===== src/rtl/ocmp_pkg.sv =====
package ocmp_pkg;

  typedef enum logic [1:0] {
    ACT_NONE   = 2'b00,
    ACT_TOGGLE = 2'b01,
    ACT_LOW    = 2'b10,
    ACT_HIGH   = 2'b11
  } oc_act_e;

  // Pin level after one compare event under the given action
  function automatic logic next_pin(oc_act_e act, logic cur);
    case (act)
      ACT_TOGGLE: next_pin = ~cur;
      ACT_LOW:    next_pin = 1'b0;
      ACT_HIGH:   next_pin = 1'b1;
      default:    next_pin = cur;
    endcase
  endfunction

endpackage


===== src/rtl/ocmp_counter.sv =====
module ocmp_counter #(
  parameter int CW = 16
) (
  input  logic          clk,
  input  logic          rst,
  input  logic          tick,
  output logic [CW-1:0] cnt,
  output logic [CW-1:0] cnt_nxt
);

  assign cnt_nxt = cnt + CW'(1);

  always_ff @(posedge clk) begin
    if (rst)       cnt <= '0;
    else if (tick) cnt <= cnt_nxt;
  end

  a_r2_hold_without_tick: assert property (@(posedge clk) disable iff (rst)
    !tick |=> $stable(cnt));

  a_r2_wraps_to_zero: assert property (@(posedge clk) disable iff (rst)
    (tick && cnt == {CW{1'b1}}) |=> cnt == '0);

endmodule


===== src/rtl/ocmp_channel.sv =====
module ocmp_channel
  import ocmp_pkg::*;
#(
  parameter int BW = 8
) (
  input  logic            clk,
  input  logic            rst,
  input  logic            tick,
  input  logic [2*BW-1:0] cnt_nxt,
  input  logic            wr_hi,
  input  logic            wr_lo,
  input  logic [BW-1:0]   wdata,
  input  oc_act_e         act,
  input  logic            frc,
  input  logic            flag_clr,
  output logic [2*BW-1:0] cmp_q,
  output logic            pin,
  output logic            flag
);

  localparam int CW = 2 * BW;

  logic blk_q;   // high byte written, low byte still pending
  logic hit;
  logic evt;

  assign hit = tick && !blk_q && (cnt_nxt == cmp_q);
  assign evt = hit || (tick && frc);

  always_ff @(posedge clk) begin
    if (rst) begin
      cmp_q <= '1;
      blk_q <= 1'b0;
      pin   <= 1'b0;
      flag  <= 1'b0;
    end else begin
      if (wr_hi) begin
        cmp_q[CW-1:BW] <= wdata;
        blk_q          <= 1'b1;
      end
      if (wr_lo) begin
        cmp_q[BW-1:0] <= wdata;
        blk_q         <= 1'b0;
      end
      if (evt)           pin  <= next_pin(act, pin);
      if (hit)           flag <= 1'b1;
      else if (flag_clr) flag <= 1'b0;
    end
  end

  // a force with no coincident match never raises the flag
  a_r7_force_no_flag: assert property (@(posedge clk) disable iff (rst)
    (tick && frc && (cnt_nxt != cmp_q) && !flag) |=> !flag);

  // a half-written compare value never raises the flag
  a_r10_blocked_no_flag: assert property (@(posedge clk) disable iff (rst)
    (tick && blk_q && !flag) |=> !flag);

  // pin changes only on tick edges
  a_r4_pin_quiet_without_tick: assert property (@(posedge clk) disable iff (rst)
    !tick |=> $stable(pin));

endmodule


===== src/rtl/ocmp_unit.sv =====
module ocmp_unit
  import ocmp_pkg::*;
#(
  parameter int NCH = 5,
  parameter int BW  = 8,
  parameter int AW  = 4
) (
  input  logic           clk,
  input  logic           rst,
  input  logic           tick,
  input  logic           wr_en,
  input  logic           rd_en,
  input  logic [AW-1:0]  addr,
  input  logic [BW-1:0]  wdata,
  output logic [BW-1:0]  rdata,
  output logic [NCH-1:0] oc_pin,
  output logic [NCH-1:0] oc_flag
);

  localparam int CW   = 2 * BW;
  localparam int APB  = BW / 2;              // action fields per byte
  localparam int NACT = (NCH + APB - 1) / APB;
  localparam logic [AW-1:0] A_FRC  = AW'(2 * NCH);
  localparam logic [AW-1:0] A_ACT0 = AW'(2 * NCH + 1);
  localparam logic [AW-1:0] A_FLG  = AW'(2 * NCH + 1 + NACT);
  localparam logic [AW-1:0] A_CNTH = AW'(2 * NCH + 2 + NACT);
  localparam logic [AW-1:0] A_CNTL = AW'(2 * NCH + 3 + NACT);

  logic [CW-1:0]    cnt;
  logic [CW-1:0]    cnt_nxt;
  logic [CW-1:0]    cmp_v [NCH];
  logic [2*NCH-1:0] act_bus;
  logic [NCH-1:0]   frc_q;
  logic [NCH-1:0]   frc_set;
  logic             frc_wr;
  logic [BW-1:0]    rd_mux;

  ocmp_counter #(.CW(CW)) u_cnt (
    .clk     (clk),
    .rst     (rst),
    .tick    (tick),
    .cnt     (cnt),
    .cnt_nxt (cnt_nxt)
  );

  assign frc_wr = wr_en && (addr == A_FRC);

  for (genvar g = 0; g < NCH; g++) begin : g_ch
    localparam logic [AW-1:0] A_HI  = AW'(2 * g);
    localparam logic [AW-1:0] A_LO  = AW'(2 * g + 1);
    localparam logic [AW-1:0] A_ACT = AW'(2 * NCH + 1 + g / APB);
    localparam int            FOFS  = 2 * (g % APB);
    oc_act_e act_q;
    logic    clr;

    always_ff @(posedge clk) begin
      if (rst)
        act_q <= ACT_NONE;
      else if (wr_en && addr == A_ACT)
        act_q <= oc_act_e'(wdata[FOFS +: 2]);
    end

    assign act_bus[2*g +: 2] = act_q;
    assign frc_set[g]        = frc_wr && wdata[BW-1-g];
    assign clr               = wr_en && (addr == A_FLG) && wdata[BW-1-g];

    ocmp_channel #(.BW(BW)) u_ch (
      .clk      (clk),
      .rst      (rst),
      .tick     (tick),
      .cnt_nxt  (cnt_nxt),
      .wr_hi    (wr_en && addr == A_HI),
      .wr_lo    (wr_en && addr == A_LO),
      .wdata    (wdata),
      .act      (act_q),
      .frc      (frc_q[g]),
      .flag_clr (clr),
      .cmp_q    (cmp_v[g]),
      .pin      (oc_pin[g]),
      .flag     (oc_flag[g])
    );
  end

  // Pending forces: consumed by a tick, new writes wait for the next one
  always_ff @(posedge clk) begin
    if (rst) frc_q <= '0;
    else     frc_q <= (tick ? '0 : frc_q) | frc_set;
  end

  always_comb begin
    rd_mux = '0;
    for (int n = 0; n < NCH; n++) begin
      if (addr == AW'(2 * n))     rd_mux = cmp_v[n][CW-1:BW];
      if (addr == AW'(2 * n + 1)) rd_mux = cmp_v[n][BW-1:0];
      if (addr == AW'(2 * NCH + 1 + n / APB))
        rd_mux[2*(n%APB) +: 2] = act_bus[2*n +: 2];
      if (addr == A_FLG) rd_mux[BW-1-n] = oc_flag[n];
    end
    if (addr == A_CNTH) rd_mux = cnt[CW-1:BW];
    if (addr == A_CNTL) rd_mux = cnt[BW-1:0];
  end

  always_ff @(posedge clk) begin
    if (rst)        rdata <= '0;
    else if (rd_en) rdata <= rd_mux;
  end

  a_r8_force_reads_zero: assert property (@(posedge clk) disable iff (rst)
    (rd_en && addr == A_FRC) |=> rdata == '0);

  a_r6_pending_cleared_by_tick: assert property (@(posedge clk) disable iff (rst)
    (tick && !frc_wr) |=> frc_q == '0);

  a_r11_flag_low_bits_zero: assert property (@(posedge clk) disable iff (rst)
    (rd_en && addr == A_FLG) |=> rdata[BW-NCH-1:0] == '0);

endmodule


===== config.mk =====
export PLATFORM = sky130hd
export DESIGN_NAME = ocmp_unit
export DESIGN_NICKNAME = d
export VERILOG_FILES = /design/src/rtl/ocmp_pkg.sv /design/src/rtl/ocmp_counter.sv /design/src/rtl/ocmp_channel.sv /design/src/rtl/ocmp_unit.sv
export SDC_FILE = /design/constraint.sdc
export NUM_CORES = 1
export LEC_CHECK = 0
export CAP_MARGIN = 40
export CORE_MARGIN = 2
export CORE_UTILIZATION = 45
export DETAILED_ROUTE_END_ITERATION = 10
export GPL_TIMING_DRIVEN = 0
export PLACE_DENSITY_LB_ADDON = 0.2
export SLEW_MARGIN = 20
export SYNTH_ARGS = -nofsm -noshare
export SYNTH_HDL_FRONTEND = slang
export SYNTH_HIERARCHICAL = 1
export SYNTH_SLANG_ARGS = --single-unit
export TNS_END_PERCENT = 10

===== constraint.sdc =====
create_clock -name clk -period 3.8 [get_ports clk]
set_input_delay 0.38 -clock clk [delete_from_list [all_inputs] [get_ports clk]]
set_output_delay 0.38 -clock clk [all_outputs]
set_load 0.05 [all_outputs]

# Word-level counts from Yosys, hierarchy flattened
# Index checks and enable logic that the tools add are counted.
dict set report op_classes {
  addsub 1
  multipliers 0
  div_mod_pow 0
  order_cmp 0
  eq_ne 35
  shift 0
  n_mux 38
  bitwise 6
  reduce_logical 70
}
# op n
set op_table {}
lappend op_table {{8-bit two-way mux} 12}
lappend op_table {{16-bit == test} 5}
lappend op_table {{1-bit logical AND} 39}
lappend op_table {{4-bit == test (second input constant)} 8}
lappend op_table {{2-bit == test (second input constant)} 10}
lappend op_table {{16-bit by 1-bit adder with 16-bit output (second input constant)} 1}
lappend op_table {{4-bit by 3-bit == test with 1-bit output (second input constant)} 4}
lappend op_table {{1-bit two-way mux} 15}
lappend op_table {{1-bit one-hot mux with 3 select lines} 5}
lappend op_table {{3-bit nonzero test} 5}
lappend op_table {{2-bit by 1-bit == test with 1-bit output (second input constant)} 5}
lappend op_table {{2-bit two-way mux} 5}
lappend op_table {{2-bit AND reduction} 5}
lappend op_table {{2-bit nonzero test} 5}
lappend op_table {{2-bit OR reduction} 5}
lappend op_table {{4-bit by 2-bit == test with 1-bit output (second input constant)} 2}
lappend op_table {{1-bit zero test} 5}
lappend op_table {{1-bit logical OR} 5}
lappend op_table {{5-bit two-way mux} 1}
lappend op_table {{1-bit NOT} 5}
lappend op_table {{5-bit OR} 1}
lappend op_table {{4-bit by 1-bit == test with 1-bit output (second input constant)} 1}
lappend op_table {{4-bit zero test} 1}
dict set report word_totals {
  reg_bits 134
  latch_bits 0
  ram_bits 0
  romBits 0
  word_cells 183
  n_memories 0
}

# Depth between registers and ports, before layout
# Gate-level depths: netlist (run 1).
dict set report logic_depth {
  ltp_word 19
  ltp_mapped 11
  ltp_nobuf 9
}

# Modules after synthesis
# The synthesis (run 1) kept the hierarchy.
# mod n_inst cells_per_inst area_per_inst_um2 seq_area_each_um2
set modules_own_cells {}
lappend modules_own_cells {ocmp_channel 5 90 905.9 380.4}
lappend modules_own_cells {ocmp_unit 1 351 2433.6 460.4}
lappend modules_own_cells {ocmp_counter 1 116 972.2 320.3}

# Least setup slack after synthesis (run 1)
# Ideal clock, no wire load.
dict set report synth_timing {
  kind {register -> register}
  start {register u_cnt.cnt[3]}
  end {register g_ch[0].u_ch.pin}
  setup_ns 0.123
  arrival_ns 2.537
  required_time_ns 3.677
  setup_slack_ns 1.140
  path_stages_with_launch 12
  cell_sequence {dfxtp_1 -> clkbuf_2 -> and4_1 -> buf_4 -> nand4_1 -> nor2_1 -> xor2_1 -> xor2_1 -> nor4_1 -> nand4b_1 -> nor4_2 -> mux2_1}
}
dict set report synth_via {
  elab_chain_cells 5
}
# item line
set synth_lines {}
lappend synth_lines {{from (decl)} ocmp_counter.sv:7} ;# output logic [CW-1:0] cnt,
lappend synth_lines {{from (signal assigned)} ocmp_counter.sv:15} ;# else if (tick) cnt <= cnt_nxt;
lappend synth_lines {{16-bit by 1-bit adder with 16-bit output} ocmp_counter.sv:11} ;# assign cnt_nxt = cnt + CW'(1);
lappend synth_lines {{named net cnt_nxt[15]} ocmp_unit.sv:30} ;# logic [CW-1:0] cnt_nxt;
lappend synth_lines {{16-bit == test} ocmp_channel.sv:27} ;# assign hit = tick && !blk_q && (cnt_nxt == cmp_q);
lappend synth_lines {{1-bit logical AND} ocmp_channel.sv:27}
lappend synth_lines {{1-bit logical OR} ocmp_channel.sv:28} ;# assign evt = hit || (tick && frc);
lappend synth_lines {{2-bit AND reduction (no line)} n/a}
lappend synth_lines {{to (signal assigned)} ocmp_channel.sv:45} ;# if (evt) pin <= next_pin(act, pin);
lappend synth_lines {{to (decl)} ocmp_channel.sv:17} ;# output logic pin,
# The timed path passes the listed nets, and every way through them passes these cells.
# A chain may end at the register's enable or synchronous reset.

# Worst setup path in the final report (run 1)
dict set report layout_timing {
  start {register u_cnt.cnt[7]}
  end {register g_ch[2].u_ch.pin}
}
dict set report layout_via {
  elab_chain_cells 5
}
# item line
set layout_lines {}
lappend layout_lines {{16-bit by 1-bit adder with 16-bit output} ocmp_counter.sv:11}
lappend layout_lines {{named net cnt_nxt[15]} ocmp_unit.sv:30}
lappend layout_lines {{16-bit == test} ocmp_channel.sv:27}
lappend layout_lines {{1-bit logical AND} ocmp_channel.sv:27}
lappend layout_lines {{1-bit logical OR} ocmp_channel.sv:28}
lappend layout_lines {{2-bit AND reduction (no line)} n/a}
lappend layout_lines {{to (signal assigned)} ocmp_channel.sv:45}
lappend layout_lines {{to (decl)} ocmp_channel.sv:17}
# The timed path passes the listed nets, and every way through them passes these cells.

==> results of run 1 <==
-- worst max path at each step --
stage	to	from	slack, ps	cells after the start
CTS	g_ch[2].u_ch/pin$_SDFFE_PP0P_	u_cnt/cnt[7]$_SDFFE_PP0P_	230	11
floorplan	g_ch[0].u_ch/pin$_SDFFE_PP0P_	u_cnt/cnt[3]$_SDFFE_PP0P_	1140	11
detailed placement	g_ch[3].u_ch/pin$_SDFFE_PP0P_	u_cnt/cnt[5]$_SDFFE_PP0P_	320	11
global placement	g_ch[2].u_ch/pin$_SDFFE_PP0P_	u_cnt/cnt[3]$_SDFFE_PP0P_	8	11
finish	g_ch[2].u_ch/pin$_SDFFE_PP0P_	u_cnt/cnt[7]$_SDFFE_PP0P_	140	11
global route	g_ch[3].u_ch/pin$_SDFFE_PP0P_	u_cnt/cnt[5]$_SDFFE_PP0P_	80	11
-- layout make-up --
type	instances	area (um2)
Fill cell	1655	7980
Multi-Input combinational cell	710	4970
Sequential cell	134	2683
Clock buffer	23	498.0
Timing Repair Buffer	39	400.4
Buffer	61	317.8
Tap cell	225	281.5
Clock inverter	7	118.9
Inverter	12	45.04
Antenna cell	1	2.502
-- layer usage --
metal	part of all wire (%)	routed length, um
met1	42	13260
met3	9.8	3117
met2	44	13970
met5	0	0
met4	4.7	1511
-- worst max-delay path: cells and delay by family, from the launching register on --
| family | cells | cell delay, ps |
|---|---|---|
| xor gates and xnor gates | 2 | 470 |
| muxes | 1 | 390 |
| DFF | 1 | 550 |
| buffers and inverters | 2 | 430 |
| and+or+nand+nor | 6 | 1680 |
-- kinds of logic (layout without fill, tap and decap cells) --
kind of cell             count (synthesis)  count (layout)  share of synthesized area, %
adder cells (fa/ha/maj)                  1               1                        0.1577
AND/OR/NAND/NOR                        352             352                         24.85
buffers and inverters                   73             142                         4.573
other                                    0               1                             0
XOR/XNOR                               109             109                         12.03
flip-flops                             134             134                         33.81
AO/OA/AOI/OAI                          214             214                         20.14
multiplexers                            34              34                         4.446
-- layout by cell type, fill, tap and decap left out, drive strengths merged, types with 6 or more instances in the layout --
cell type	count
dfxtp	134
a211o	81
xnor2	76
mux2	10
clkdlybuf4s50	29
buf	41
inv	11
clkbuf	53
nor2	82
nand2	40
o22ai	11
mux2i	24
nor3	16
nor4	12
and2	7
nand4	25
or3	7
xor2	33
o221ai	6
nand3	22
nor2b	102
nand2b	7
a21oi	31
o21ai	32
and3	14
-- registers in the layout, summed over array words and instances, names as in the netlist --
name and count:
g_ch.u_ch/flag 5, u_cnt/cnt 16, rdata 8, g_ch.act_q 10, frc_q 5, g_ch.u_ch/pin 5, g_ch.u_ch/cmp_q 80, g_ch.u_ch/blk_q 5
-- stage by stage --
stage / worst slack [ps] / hold WS (ps) / cells / utilization (%)
floorplan: 1140 / 448.6 / 917 / -
global route: 79.45 / 501.1 / 1211 / 53.85
CTS: 230.4 / 474.0 / 1210 / 53.76
finish: 136.2 / 473.6 / 1212 / 53.86
global placement: 7.973 / 460.9 / 1171 / 49.18
detailed placement: 321.5 / 462.8 / 1180 / 50.20
-- power by group --
part	internal [mW]	total, mW	switching [mW]
registers	1.44	1.48	0.0383
logic	0.156	0.453	0.297
clock network	1.11	1.75	0.635
==> flow_metrics.tcl, run 1 <==
set metrics [dict create \
    cts-htree-levels 4 \
    grt_util_met1_pct 46.20 \
    cpPeakStageDelay_ps 710 \
    slowest_stage "nor4_2" \
    avgViaCountPerCell 6.332 \
    critical_path.cell_chain "and4_1 > buf_6 > nand4_1 > nor2_1 > xor2_1 > buf_4 > xor2_1 > nor4_1 > nand4b_1 > nor4_2 > mux2_1" \
    synth-seq-cells 134 \
    dp_hpwl_mm 22.89 \
    ys_async_sr_fraction_pct 0 \
    dieHeight_um 136.8 \
    hold_buffers 0 \
    r2r_start "u_cnt/cnt[7]$_SDFFE_PP0P_" \
    cts_buffers 17 \
    post-route-period-util_pct 96.42 \
    hold_depth 2 \
    power_density_mw_per_mm2 394.6 \
    ys_top_cells_by_area "dfxtp_1 34%, a211o_1 8.9%, xnor2_1 8.4%, nor2b_1 8.0%, nor2_1 3.8%" \
    cts_tree "built" \
    use_met3_pct 8.778 \
    cts_root_buf "clkbuf_16" \
    worst_pin_slew_ps 872.7 \
    grt_use_met2_pct 53.03 \
    wl_per_cell_um 26.28 \
    fin_setup_tns_ps 0 \
    fmax_mhz 272.9 \
    fp-row-count 48 \
    yosysSeqAreaShare_pct 33.81 \
    worstPathRequired_ps 4110 \
    slew_headroom_pct 41.53 \
    setup_violations 0 \
    synth_area_mm2 0.007935 \
    rsz0062_at_grt "false" \
    syn-num-nets 935 \
    cap_viol_max_count 0 \
    yosysWarnings 6 \
    status "completed" \
    yosysTopAreaCell "dfxtp_1" \
    hold_start "g_ch[2].u_ch/blk_q$_SDFFE_PP0P_" \
    area_growth_pct 17.41 \
    drive_gt1_share_pct 10.45 \
    cts.repair.resized 0 \
    hold_viol_final 0 \
    grt-ovfl-total 0 \
    finalCriticalPeriod_ps 3664 \
    fin_area_mm2 0.009316 \
    place_congestion 1.047 \
    cp-start-kind "flop" \
    first_global_vias 7130 \
    reg2reg_to "g_ch[2].u_ch/pin$_SDFFE_PP0P_" \
    die_area_mm2 0.01871 \
    path_class "flop to flop" \
    reg2regPathDepth 11 \
    post_synth_num_cell_types 71 \
    place_area_mm2 0.008682 \
    start_util_pct 45.88 \
    clkSinkCount 134 \
    yosysMostFrequentCell "dfxtp_1" \
    ant_nets 0 \
    path_common_cell "xor2_1" \
    cts_setup_buffers 0 \
    end_kind "flop" \
    worst_clock_skew_ps 11.57 \
    grt.total_usage_pct 34.84 \
    p_leak_nw 3.346 \
    drc_errors 0 \
    power.total_mw 3.676 \
    ir_drop_mv 0.3060 \
    path_max_fanout 9 \
    clk_pin_slew_ps 60 \
    busiest_layer "met2" \
    r2r_slack_ps 140 \
    io_buffers 29 \
    min_path_type "flop to flop" \
    final_max_slew_viol_count 0 \
    hold_path_end "g_ch[2].u_ch/blk_q$_SDFFE_PP0P_" \
    synthTopCellsByCount "134 x dfxtp_1, 102 x nor2b_1, 81 x a211o_1, 80 x nor2_1, 76 x xnor2_1" \
    arrival_ps 3970 \
    clockBufferDepth 2 \
    vias 7674 \
    antenna_found_initial 1 \
    routed_wl_mm 31.86 \
    boundaryPins 35 \
    synth_edf_count 0 \
    fp.dieW_um 136.8 \
    firstDrtPassIters 5 \
    syn_area_per_cell_um2 8.653 \
    ys.flop_type "dfxtp_1" \
    drt_iter0_drc 803 \
    grt_pass1_wl_mm 46.60 \
    netlist_instances 917 \
    yosysTopAreaCellShare_pct 33.81 \
    core-area_mm2 0.01730 \
    nets 993 \
    grt_max_degree 17 \
    clk_latency_ps 430 \
]
Note: power is estimated with default switching activity, not from simulation.
==> run 2: changes to the inputs <==
- TNS_END_PERCENT: 10 -> 50
==> results of run 2 <==
The final DEF is identical to that of run 1; final timing and power are the same.
